==> config.mk <==
export PLATFORM = sky130hd
export DESIGN_NAME = pwr_standby_ctrl
export DESIGN_NICKNAME = d
export VERILOG_FILES = /design/src/rtl/pwr_standby_pkg.sv /design/src/rtl/pwr_wake_detect.sv /design/src/rtl/pwr_wait_timer.sv /design/src/rtl/pwr_mode_fsm.sv /design/src/rtl/pwr_standby_ctrl.sv
export SDC_FILE = /design/constraint.sdc
export NUM_CORES = 1
export LEC_CHECK = 0
export CORE_ASPECT_RATIO = 1.1
export CORE_MARGIN = 1
export CORE_UTILIZATION = 45
export DETAILED_ROUTE_END_ITERATION = 8
export DONT_BUFFER_PORTS = 1
export PLACE_DENSITY = 0.57
export SLEW_MARGIN = 10
export SYNTH_ARGS = -nofsm -noshare
export SYNTH_HDL_FRONTEND = slang
export SYNTH_SLANG_ARGS = --single-unit
==> constraint.sdc <==
create_clock -name clk -period 5.51 [get_ports clk]
set_clock_uncertainty 0.2 [all_clocks]
set_input_delay 1.102 -clock clk [delete_from_list [all_inputs] [get_ports clk]]
set_output_delay 1.102 -clock clk [all_outputs]
set_load 0.02 [all_outputs]
==> src/rtl/pwr_standby_pkg.sv <==
package pwr_standby_pkg;

    typedef enum logic [2:0] {
        PM_RUN       = 3'd0,
        PM_SLEEP     = 3'd1,
        PM_TIMEBASE  = 3'd2,
        PM_WATCH     = 3'd3,
        PM_STOP_MAIN = 3'd4,
        PM_STOP_SUB  = 3'd5,
        PM_WAKE_MAIN = 3'd6,
        PM_WAKE_SUB  = 3'd7
    } pm_mode_e;

    typedef enum logic [1:0] {
        EXT_HIGH = 2'b00,
        EXT_LOW  = 2'b01,
        EXT_RISE = 2'b10,
        EXT_FALL = 2'b11
    } ext_sense_e;

    typedef struct packed {
        logic stop;
        logic sleep;
        logic tmr_n;
    } pm_req_t;

    localparam int LVL_W = 3;
    localparam logic [LVL_W-1:0] LVL_OFF = 3'd7;

    function automatic logic lvl_ok(input logic [LVL_W-1:0] lvl);
        return lvl != LVL_OFF;
    endfunction

    function automatic pm_mode_e pick_mode(input pm_req_t r, input logic on_sub);
        if (r.stop)   return on_sub ? PM_STOP_SUB : PM_STOP_MAIN;
        if (!r.tmr_n) return on_sub ? PM_WATCH : PM_TIMEBASE;
        if (r.sleep)  return PM_SLEEP;
        return PM_RUN;
    endfunction

    function automatic logic is_standby(input pm_mode_e m);
        return (m == PM_SLEEP) || (m == PM_TIMEBASE) || (m == PM_WATCH) ||
               (m == PM_STOP_MAIN) || (m == PM_STOP_SUB);
    endfunction

    function automatic logic main_off(input pm_mode_e m);
        return (m == PM_WATCH) || (m == PM_STOP_MAIN) || (m == PM_STOP_SUB);
    endfunction

    function automatic logic pins_float(input pm_mode_e m);
        return (m == PM_TIMEBASE) || (m == PM_WATCH) ||
               (m == PM_STOP_MAIN) || (m == PM_STOP_SUB);
    endfunction

    function automatic int max4(input int a, input int b, input int c, input int d);
        int m;
        m = a;
        if (b > m) m = b;
        if (c > m) m = c;
        if (d > m) m = d;
        return m;
    endfunction

endpackage

==> src/rtl/pwr_wake_detect.sv <==
module pwr_wake_detect
    import pwr_standby_pkg::*;
#(
    parameter int N_IRQ = 4
) (
    input  logic                   clk,
    input  logic                   rst,
    input  logic [N_IRQ-1:0]       irq_req,
    input  logic [N_IRQ*LVL_W-1:0] irq_lvl,
    input  logic                   ext_pin,
    input  logic [1:0]             ext_sel,
    input  logic [LVL_W-1:0]       ext_lvl,
    input  logic                   ext_ack,
    output logic                   wake_any
);

    logic [N_IRQ-1:0] qual;
    logic             pin_q;
    logic             edge_flag;
    logic             edge_now;
    logic             ext_hit;
    ext_sense_e       sense;

    for (genvar gi = 0; gi < N_IRQ; gi++) begin : g_qual
        assign qual[gi] = irq_req[gi] && lvl_ok(irq_lvl[gi*LVL_W +: LVL_W]);
    end

    assign sense = ext_sense_e'(ext_sel);

    always_comb begin
        case (sense)
            EXT_RISE: edge_now = ext_pin && !pin_q;
            EXT_FALL: edge_now = !ext_pin && pin_q;
            default:  edge_now = 1'b0;
        endcase
    end

    always_ff @(posedge clk) begin
        if (rst) begin
            pin_q     <= 1'b0;
            edge_flag <= 1'b0;
        end else begin
            pin_q <= ext_pin;
            if (edge_now)
                edge_flag <= 1'b1;
            else if (ext_ack)
                edge_flag <= 1'b0;
        end
    end

    always_comb begin
        case (sense)
            EXT_HIGH: ext_hit = ext_pin;
            EXT_LOW:  ext_hit = !ext_pin;
            default:  ext_hit = edge_flag;
        endcase
    end

    assign wake_any = (|qual) || (ext_hit && lvl_ok(ext_lvl));

    // a detected edge is remembered
    p_edge_sets_flag_r10: assert property (@(posedge clk) disable iff (rst)
        edge_now |=> edge_flag);

    // the clear strobe removes the flag when no new edge arrives
    p_ack_clears_flag_r10: assert property (@(posedge clk) disable iff (rst)
        (ext_ack && !edge_now) |=> !edge_flag);

endmodule

==> src/rtl/pwr_wait_timer.sv <==
module pwr_wait_timer
    import pwr_standby_pkg::*;
#(
    parameter int EXP0     = 4,
    parameter int EXP1     = 6,
    parameter int EXP2     = 8,
    parameter int EXP3     = 10,
    parameter int SUB_WAIT = 2
) (
    input  logic       clk,
    input  logic       rst,
    input  logic       load_main,
    input  logic [1:0] wait_sel,
    input  logic       run_main,
    input  logic       load_sub,
    input  logic       run_sub,
    input  logic       sub_tick,
    output logic       main_done,
    output logic       sub_done
);

    localparam int MAXE  = max4(EXP0, EXP1, EXP2, EXP3);
    localparam int CNT_W = (MAXE > 0) ? MAXE : 1;
    localparam int SUB_W = $clog2(SUB_WAIT + 1);

    logic [CNT_W-1:0] cnt;
    logic [SUB_W-1:0] scnt;

    function automatic logic [CNT_W-1:0] wait_top(input logic [1:0] s);
        case (s)
            2'd0:    return CNT_W'((1 << EXP0) - 1);
            2'd1:    return CNT_W'((1 << EXP1) - 1);
            2'd2:    return CNT_W'((1 << EXP2) - 1);
            default: return CNT_W'((1 << EXP3) - 1);
        endcase
    endfunction

    always_ff @(posedge clk) begin
        if (rst) begin
            cnt <= '0;
        end else if (load_main) begin
            cnt <= wait_top(wait_sel);
        end else if (run_main && cnt != '0) begin
            cnt <= cnt - 1'b1;
        end
    end

    always_ff @(posedge clk) begin
        if (rst) begin
            scnt <= '0;
        end else if (load_sub) begin
            scnt <= '0;
        end else if (run_sub && sub_tick) begin
            scnt <= scnt + 1'b1;
        end
    end

    assign main_done = run_main && (cnt == '0);
    assign sub_done  = run_sub && sub_tick && (scnt == SUB_W'(SUB_WAIT - 1));

    // the main wait counts down by one each cycle
    p_main_step_r7: assert property (@(posedge clk) disable iff (rst)
        (run_main && cnt != '0 && !load_main) |=> (cnt == $past(cnt) - 1'b1));

    // a fresh wait never finishes on its first cycle
    p_main_not_instant_r7: assert property (@(posedge clk) disable iff (rst)
        load_main |=> !main_done);

    // sub wait progress only moves on a sub tick
    p_sub_hold_r8: assert property (@(posedge clk) disable iff (rst)
        (run_sub && !sub_tick && !load_sub) |=> $stable(scnt));

endmodule

==> src/rtl/pwr_mode_fsm.sv <==
module pwr_mode_fsm
    import pwr_standby_pkg::*;
(
    input  logic     clk,
    input  logic     rst,
    input  logic     wr_en,
    input  pm_req_t  req,
    input  logic     on_sub,
    input  logic     wake_any,
    input  logic     main_done,
    input  logic     sub_done,
    output pm_mode_e mode,
    output logic     load_main,
    output logic     load_sub
);

    pm_mode_e mode_nx;

    always_comb begin
        mode_nx   = mode;
        load_main = 1'b0;
        load_sub  = 1'b0;
        case (mode)
            PM_RUN: begin
                if (wr_en && !wake_any)
                    mode_nx = pick_mode(req, on_sub);
            end
            PM_SLEEP, PM_TIMEBASE: begin
                if (wake_any)
                    mode_nx = PM_RUN;
            end
            PM_WATCH, PM_STOP_MAIN: begin
                if (wake_any) begin
                    mode_nx   = PM_WAKE_MAIN;
                    load_main = 1'b1;
                end
            end
            PM_STOP_SUB: begin
                if (wake_any) begin
                    mode_nx  = PM_WAKE_SUB;
                    load_sub = 1'b1;
                end
            end
            PM_WAKE_MAIN: begin
                if (main_done)
                    mode_nx = PM_RUN;
            end
            default: begin
                if (sub_done)
                    mode_nx = PM_RUN;
            end
        endcase
    end

    always_ff @(posedge clk) begin
        if (rst)
            mode <= PM_RUN;
        else
            mode <= mode_nx;
    end

    // a write coinciding with a pending request is dropped
    p_entry_refused_r3: assert property (@(posedge clk) disable iff (rst)
        (mode == PM_RUN && wr_en && wake_any) |=> (mode == PM_RUN));

    // standby is held while nothing qualifies
    p_stay_asleep_r5: assert property (@(posedge clk) disable iff (rst)
        (is_standby(mode) && !wake_any) |=> (mode == $past(mode)));

    // a qualifying request always ends standby
    p_wake_leaves_r5: assert property (@(posedge clk) disable iff (rst)
        (is_standby(mode) && wake_any) |=> !is_standby(mode));

    // writes in a non-run mode do not move the mode
    p_write_ignored_r11: assert property (@(posedge clk) disable iff (rst)
        (is_standby(mode) && wr_en && !wake_any) |=> $stable(mode));

endmodule

==> src/rtl/pwr_standby_ctrl.sv <==
module pwr_standby_ctrl
    import pwr_standby_pkg::*;
#(
    parameter int N_IRQ    = 4,
    parameter int EXP0     = 4,
    parameter int EXP1     = 6,
    parameter int EXP2     = 8,
    parameter int EXP3     = 10,
    parameter int SUB_WAIT = 2
) (
    input  logic                 clk,
    input  logic                 rst,
    input  logic                 wr_en,
    input  logic                 wr_stop,
    input  logic                 wr_sleep,
    input  logic                 wr_timer_n,
    input  logic                 run_on_sub,
    input  logic [1:0]           wait_sel,
    input  logic                 sub_tick,
    input  logic [N_IRQ-1:0]     irq_req,
    input  logic [N_IRQ*3-1:0]   irq_lvl,
    input  logic                 ext_pin,
    input  logic [1:0]           ext_sel,
    input  logic [2:0]           ext_lvl,
    input  logic                 ext_ack,
    output logic                 cpu_clk_en,
    output logic                 main_osc_en,
    output logic                 sub_osc_en,
    output logic                 hiz_req,
    output logic [2:0]           mode
);

    pm_req_t  req;
    pm_mode_e cur;
    logic     wake_any;
    logic     load_main;
    logic     load_sub;
    logic     main_done;
    logic     sub_done;

    assign req = '{stop: wr_stop, sleep: wr_sleep, tmr_n: wr_timer_n};

    pwr_wake_detect #(.N_IRQ(N_IRQ)) u_detect (
        .clk      (clk),
        .rst      (rst),
        .irq_req  (irq_req),
        .irq_lvl  (irq_lvl),
        .ext_pin  (ext_pin),
        .ext_sel  (ext_sel),
        .ext_lvl  (ext_lvl),
        .ext_ack  (ext_ack),
        .wake_any (wake_any)
    );

    pwr_mode_fsm u_fsm (
        .clk       (clk),
        .rst       (rst),
        .wr_en     (wr_en),
        .req       (req),
        .on_sub    (run_on_sub),
        .wake_any  (wake_any),
        .main_done (main_done),
        .sub_done  (sub_done),
        .mode      (cur),
        .load_main (load_main),
        .load_sub  (load_sub)
    );

    pwr_wait_timer #(
        .EXP0     (EXP0),
        .EXP1     (EXP1),
        .EXP2     (EXP2),
        .EXP3     (EXP3),
        .SUB_WAIT (SUB_WAIT)
    ) u_timer (
        .clk       (clk),
        .rst       (rst),
        .load_main (load_main),
        .wait_sel  (wait_sel),
        .run_main  (cur == PM_WAKE_MAIN),
        .load_sub  (load_sub),
        .run_sub   (cur == PM_WAKE_SUB),
        .sub_tick  (sub_tick),
        .main_done (main_done),
        .sub_done  (sub_done)
    );

    assign cpu_clk_en  = (cur == PM_RUN);
    assign main_osc_en = !main_off(cur);
    assign sub_osc_en  = (cur != PM_STOP_SUB);
    assign hiz_req     = pins_float(cur);
    assign mode        = cur;

    // the float request is gone once a wake begins
    p_hiz_drop_r9: assert property (@(posedge clk) disable iff (rst)
        (hiz_req && wake_any) |=> !hiz_req);

    // the CPU clock comes back only from a run transition
    p_cpu_return_r9: assert property (@(posedge clk) disable iff (rst)
        $rose(cpu_clk_en) |-> (mode == 3'd0));

endmodule

# Word-level counts from Yosys, hierarchy flattened
# Cells that the tools add are included.
[word_totals] output_inout_bits=7 elab_cells=103 input_bits=33 ff_bits=17
[op_classes] muxes=37 addsub=2 eq_ne=24 n_reduce_logical=35
[op_table] cell="two-way mux 3 bit" count=12
[op_table] cell="one-hot mux 10 bit (3 select lines)" count=1
[op_table] cell="two-way mux 10 bit" count=2
[op_table] cell="two-way mux 1 bit" count=19
[op_table] cell="inequality test 3 bit, second input constant" count=6
[op_table] cell="one-hot mux 3 bit (5 select lines)" count=1
[op_table] cell="equality test 3 bit, second input constant" count=4
[op_table] cell="logical AND 1 bit" count=12
[op_table] cell="zero test 10 bit" count=1
[op_table] cell="nonzero test 10 bit" count=1
[op_table] cell="subtractor 10 x 1 -> 10 bit, second input constant" count=1
[op_table] cell="inequality test 2 x 1 -> 1 bit, second input constant" count=4
[op_table] cell="equality test 2 x 1 -> 1 bit, second input constant" count=3
[op_table] cell="equality test 2 bit, second input constant" count=3
[op_table] cell="equality test 3 x 2 -> 1 bit, second input constant" count=2
[op_table] cell="logical OR 1 bit" count=6
[op_table] cell="AND reduction 6 bit" count=1
[op_table] cell="nonzero test 6 bit" count=1
[op_table] cell="OR reduction 2 bit" count=3
[op_table] cell="zero test 1 bit" count=4
[op_table] cell="zero test 2 bit" count=2
[op_table] cell="one-hot mux 1 bit (2 select lines)" count=2
[op_table] cell="nonzero test 2 bit" count=2
[op_table] cell="OR reduction 4 bit" count=1
[op_table] cell="other kinds (4)" count=4

# Logic depth before layout (Yosys ltp)
[logic_depth] depth_word=20 mapped_depth=6 mapped_depth_nobuf=6

# Hierarchy
# Synthesis repeated with hierarchy kept, for this count alone.
[unflattened] cells_unflattened=146 hier_area_um2=1192.4
[by_module_without_submodules] mod="pwr_wait_timer" seq_area_each_um2=240.2 n_inst=1 cells_per_inst=83 area_per_inst_um2=694.4
[by_module_without_submodules] mod="pwr_mode_fsm" seq_area_each_um2=60.1 n_inst=1 cells_per_inst=37 area_per_inst_um2=291.5
[by_module_without_submodules] mod="pwr_wake_detect" seq_area_each_um2=40.0 n_inst=1 cells_per_inst=19 area_per_inst_um2=152.6
[by_module_without_submodules] mod="pwr_standby_ctrl" seq_area_each_um2=0.0 n_inst=1 cells_per_inst=7 area_per_inst_um2=53.8

# Worst setup path after synthesis
# No wires, ideal clock.
[synth_timing] kind="input port to flip-flop" startpoint="in irq_lvl[8]" endpoint="reg u_fsm.mode[2]" setup_ns=0.075 arrival_ns=2.254 cell_stages=5 slack_ns=2.981 required_ns=5.235 path_buffers=0 cell_sequence="nand3_1 a22oi_1 nand3_1 or4_1 a31oi_1"
[synth_via] elab_chain_cells=8 word_cells_on_any_way=11 cone_classes="5 x eq/ne; 6 x reduce/logical"
[synth_lines] item="start: declaration" line="pwr_standby_ctrl.sv:21" rtl="input logic [N_IRQ*3-1:0] irq_lvl,"
[synth_lines] item="inequality test 3 bit *" line="pwr_standby_pkg.sv:31" rtl="return lvl != LVL_OFF;"
[synth_lines] item="logical AND 1 bit *" line="pwr_wake_detect.sv:25" rtl="assign qual[gi] = irq_req[gi] && lvl_ok(irq_lvl[gi*LVL_W +: LVL_W]);"
[synth_lines] item="OR reduction 4 bit *" line="pwr_wake_detect.sv:59" rtl="assign wake_any = (|qual) || (ext_hit && lvl_ok(ext_lvl));"
[synth_lines] item="logical OR 1 bit *" line="pwr_wake_detect.sv:59"
[synth_lines] item="zero test 1 bit" line="pwr_mode_fsm.sv:25" rtl="if (wr_en && !wake_any)"
[synth_lines] item="logical AND 1 bit" line="pwr_mode_fsm.sv:25"
[synth_lines] item="inequality test 2 x 1 -> 1 bit (no source line)"
[synth_lines] item="AND reduction 6 bit (no source line) *"
[synth_lines] item="end signal: assignment" line="pwr_mode_fsm.sv:59" rtl="mode <= mode_nx;"
[synth_lines] item="end: declaration" line="pwr_mode_fsm.sv:12" rtl="output pm_mode_e mode,"
# Mark *: on every way between the ends. The rest lies on a longest branch, timed or not.
# A chain may end at the register's enable or synchronous reset.

# Worst setup path after layout
[layout_timing] startpoint="reg u_fsm.mode[2]" endpoint="out sub_osc_en"
[layout_via] elab_chain_cells=1
[layout_lines] item="inequality test 3 bit" line="pwr_standby_ctrl.sv:90" rtl="assign sub_osc_en = (cur != PM_STOP_SUB);"
[layout_lines] item="end: declaration" line="pwr_standby_ctrl.sv:28" rtl="output logic sub_osc_en,"
# Every way passes these cells.

==> impl_metrics.ini <==
[worst_setup_path]
ff2ff_setup_slack_ns = 3.09
start_kind = register
worstReg2RegEnd = u_fsm.mode[0]
worstSetupEndpointType = output pin
crit_required_ns = 4.21
r2r_start = u_fsm.mode[0]
cp.arrival_ns = 1.57
worstPathMaxFanout = 9
crit_start = u_fsm.mode[2]
reg2regPathDepth = 5
path_class = register to output pin

[synth]
async_reset_ff_share_pct = 0
yosysSeqAreaShare_pct = 30.5
synthFlopType = dfxtp_1
synth_edf_count = 0
synth_fp_nets = 169
syn_area_um2 = 1110
synth_area_leaders = dfxtp_1 (31%), xor2_1 (8.6%), nor2_1 (4.7%)
synth_top_cell_area_share_pct = 30.5
ys_warn_count = 0
ys_types = 41
avgSynthCellArea_um2 = 8.38
syn_inst = 133
yosys_register_bits = 17
netlist.top_cell.by_area = dfxtp_1

[grt]
antenna_found_initial = 0
met1_usage_pct = 20.3
grt_pass1_vias = 874
use_met2_pct = 34.9
track_usage_pct = 17.9
grt_max_degree = 16
busiest_layer = met2
grt-ovfl-total = 0
use_met3_pct = 3.39
grt_pass1_wl_um = 3660

[clocking]
cts_sinks = 17
cts_max_path_buffers = 2
clk_latency_ns = 0.28
cts_made_buffers = 3
path_clk_slew_ns = 0.09
cts_setup_buffers = 0
root_buffer = clkbuf_4
htreeDepth = 1
tritoncts = done
ctsHoldBuffers = 0
cts_resized = 0

[worst_hold_path]
worst_hold_path.num_cells = 2
whs_endpoint = u_timer.scnt[1]
hp-start = u_timer.scnt[1]
worst_hold_path_type = register to register

[drt]
first_pass_iters = 4
drc = 0
num_vias = 966
drt-initial-drc-count = 18
vias_per_cell = 5.96
final_antenna_net_count = 0
drt_wl_total_um = 2290
routedWlPerCell_um = 14.1

[final_layout]
regArea_um2 = 340
antenna_cells = 0
syn_to_final_growth_pct = 3.82
post-route-util_pct = 50.4
n_fill_cell = 228
fin_nets = 169
layout-drive-gt1-share_pct = 11.4
multi_input_area_um2 = 734

[status]
run_status = finished clean

[pwr]
power-per-cell-area_nw_per_um2 = 200
leakage_uw = 0.000391
ir_drop_v = 0.0000931

[sta]
fin_tns_setup_ns = 0
setup_viol_count_final = 0
slew_viol_final = 0
fmax_mhz = 349
fin_crit_sh_pct = 52.1
period_minus_slack_ns = 2.87
rsz0062_at_grt = no
worst_slew_pin_slew_ns = 0.865
fin_ws_ns = 2.64
slew-limit-headroom_pct = 41.9
hold_viol = 0

[job]
drv_cap = 0

[floorplanning]
rows = 18
ios = 40
dieArea_um2 = 2680
die_w_um = 49.5
initial_core_util_pct = 48.5
core_um2 = 2300
die_height_um = 54.2

[placement]
gp_congestion = 0.739
dp_hpwl_um = 1760
port_buffers = 0
dp_slack_ns = 2.86
==> metrics by stage <==
step | hold WS [ns] | total power [µW] | area, µm² | std cells
final | 0.293 | 232 | 1160 | 162
after CTS | 0.307 | 238 | 1160 | 162
after floorplan | 0.254 | 165 | 1110 | 133
after global routing | 0.363 | 246 | 1160 | 162
after global placement | 0.270 | 169 | 1130 | 158
after detailed placement | 0.282 | 170 | 1130 | 158
==> critical path: stages, from the launching register on <==
cell and delay (ns):
dfxtp_1 0.63, nor2b_1 0.41, nand2_1 0.25
==> placed cells by master (no fill, tap or decap), types with 2 or more instances in the layout <==
cell type  instances
dfxtp_1           17
nor2_1            14
xor2_1            11
nand2_1            9
nand3_1            9
a21oi_1            8
nor2b_1            6
nand4_1            6
inv_1              5
a21boi_0           4
nor3_1             3
a22oi_1            3
a31oi_1            3
ha_1               3
clkbuf_4           3
a31o_2             2
o21ai_0            2
==> worst max path at each step <==
stage	to	slack [ns]	cells past startpoint
after CTS	cpu_clk_en	2.62	1
after detailed placement	u_fsm.mode[2]	2.86	5
after global placement	u_fsm.mode[2]	2.90	5
after global routing	cpu_clk_en	2.51	1
after floorplan	u_fsm.mode[2]	2.98	5
final	sub_osc_en	2.64	2
==> synthesized netlist by cell type, types with 2 or more instances <==
master and count:
a22oi_1 3, o21ai_0 2, a21boi_0 4, dfxtp_1 17
xor2_1 11, nor3_1 3, a31oi_1 3, nor2b_1 6
ha_1 3, nand4_1 6, inv_1 5, nand2_1 9
nand3_1 9, a31o_2 2, a21oi_1 8, nor2_1 14
buf_2 2, clkbuf_1 3
==> layer usage <==
metal / vias to the layer above / part of all wire (%)
li1: 481 / -
met1: 447 / 43
met2: 36 / 51
met3: 2 / 5.2
met4: 0 / 0.66
met5: - / 0
==> kinds of logic (layout without fill, tap and decap cells) <==
family | after synthesis | count (layout) | synth area share, %
adder cells (fa/ha/maj) | 3 | 3 | 3.37
multiplexers | 2 | 2 | 2.02
AND/OR/NAND/NOR | 58 | 58 | 30.5
AO/OA/AOI/OAI | 31 | 31 | 20.5
XOR/XNOR | 12 | 12 | 9.43
flip-flops | 17 | 17 | 30.5
buffers and inverters | 10 | 9 | 3.59
==> flip-flops by register name, summed over array words and instances, names as in the netlist <==
signal / flops
u_timer.scnt: 2
u_timer.cnt: 10
u_detect.edge_flag: 1
u_fsm.mode: 3
u_detect.pin_q: 1
==> layout make-up <==
type	count	area share, %
tap	30	3.24
multi-input combinational	106	63.5
inverter	5	1.62
clock buffer	4	2.27
sequential	17	29.4
==> where the power goes <==
group          internal [µW]  switching (µW)  total (µW)
registers                126            5.77         132
logic                   15.7            19.6        35.4
clock network           28.0            36.8        64.8
total                    170            62.2         232
(Power assumes the default switching activity.)
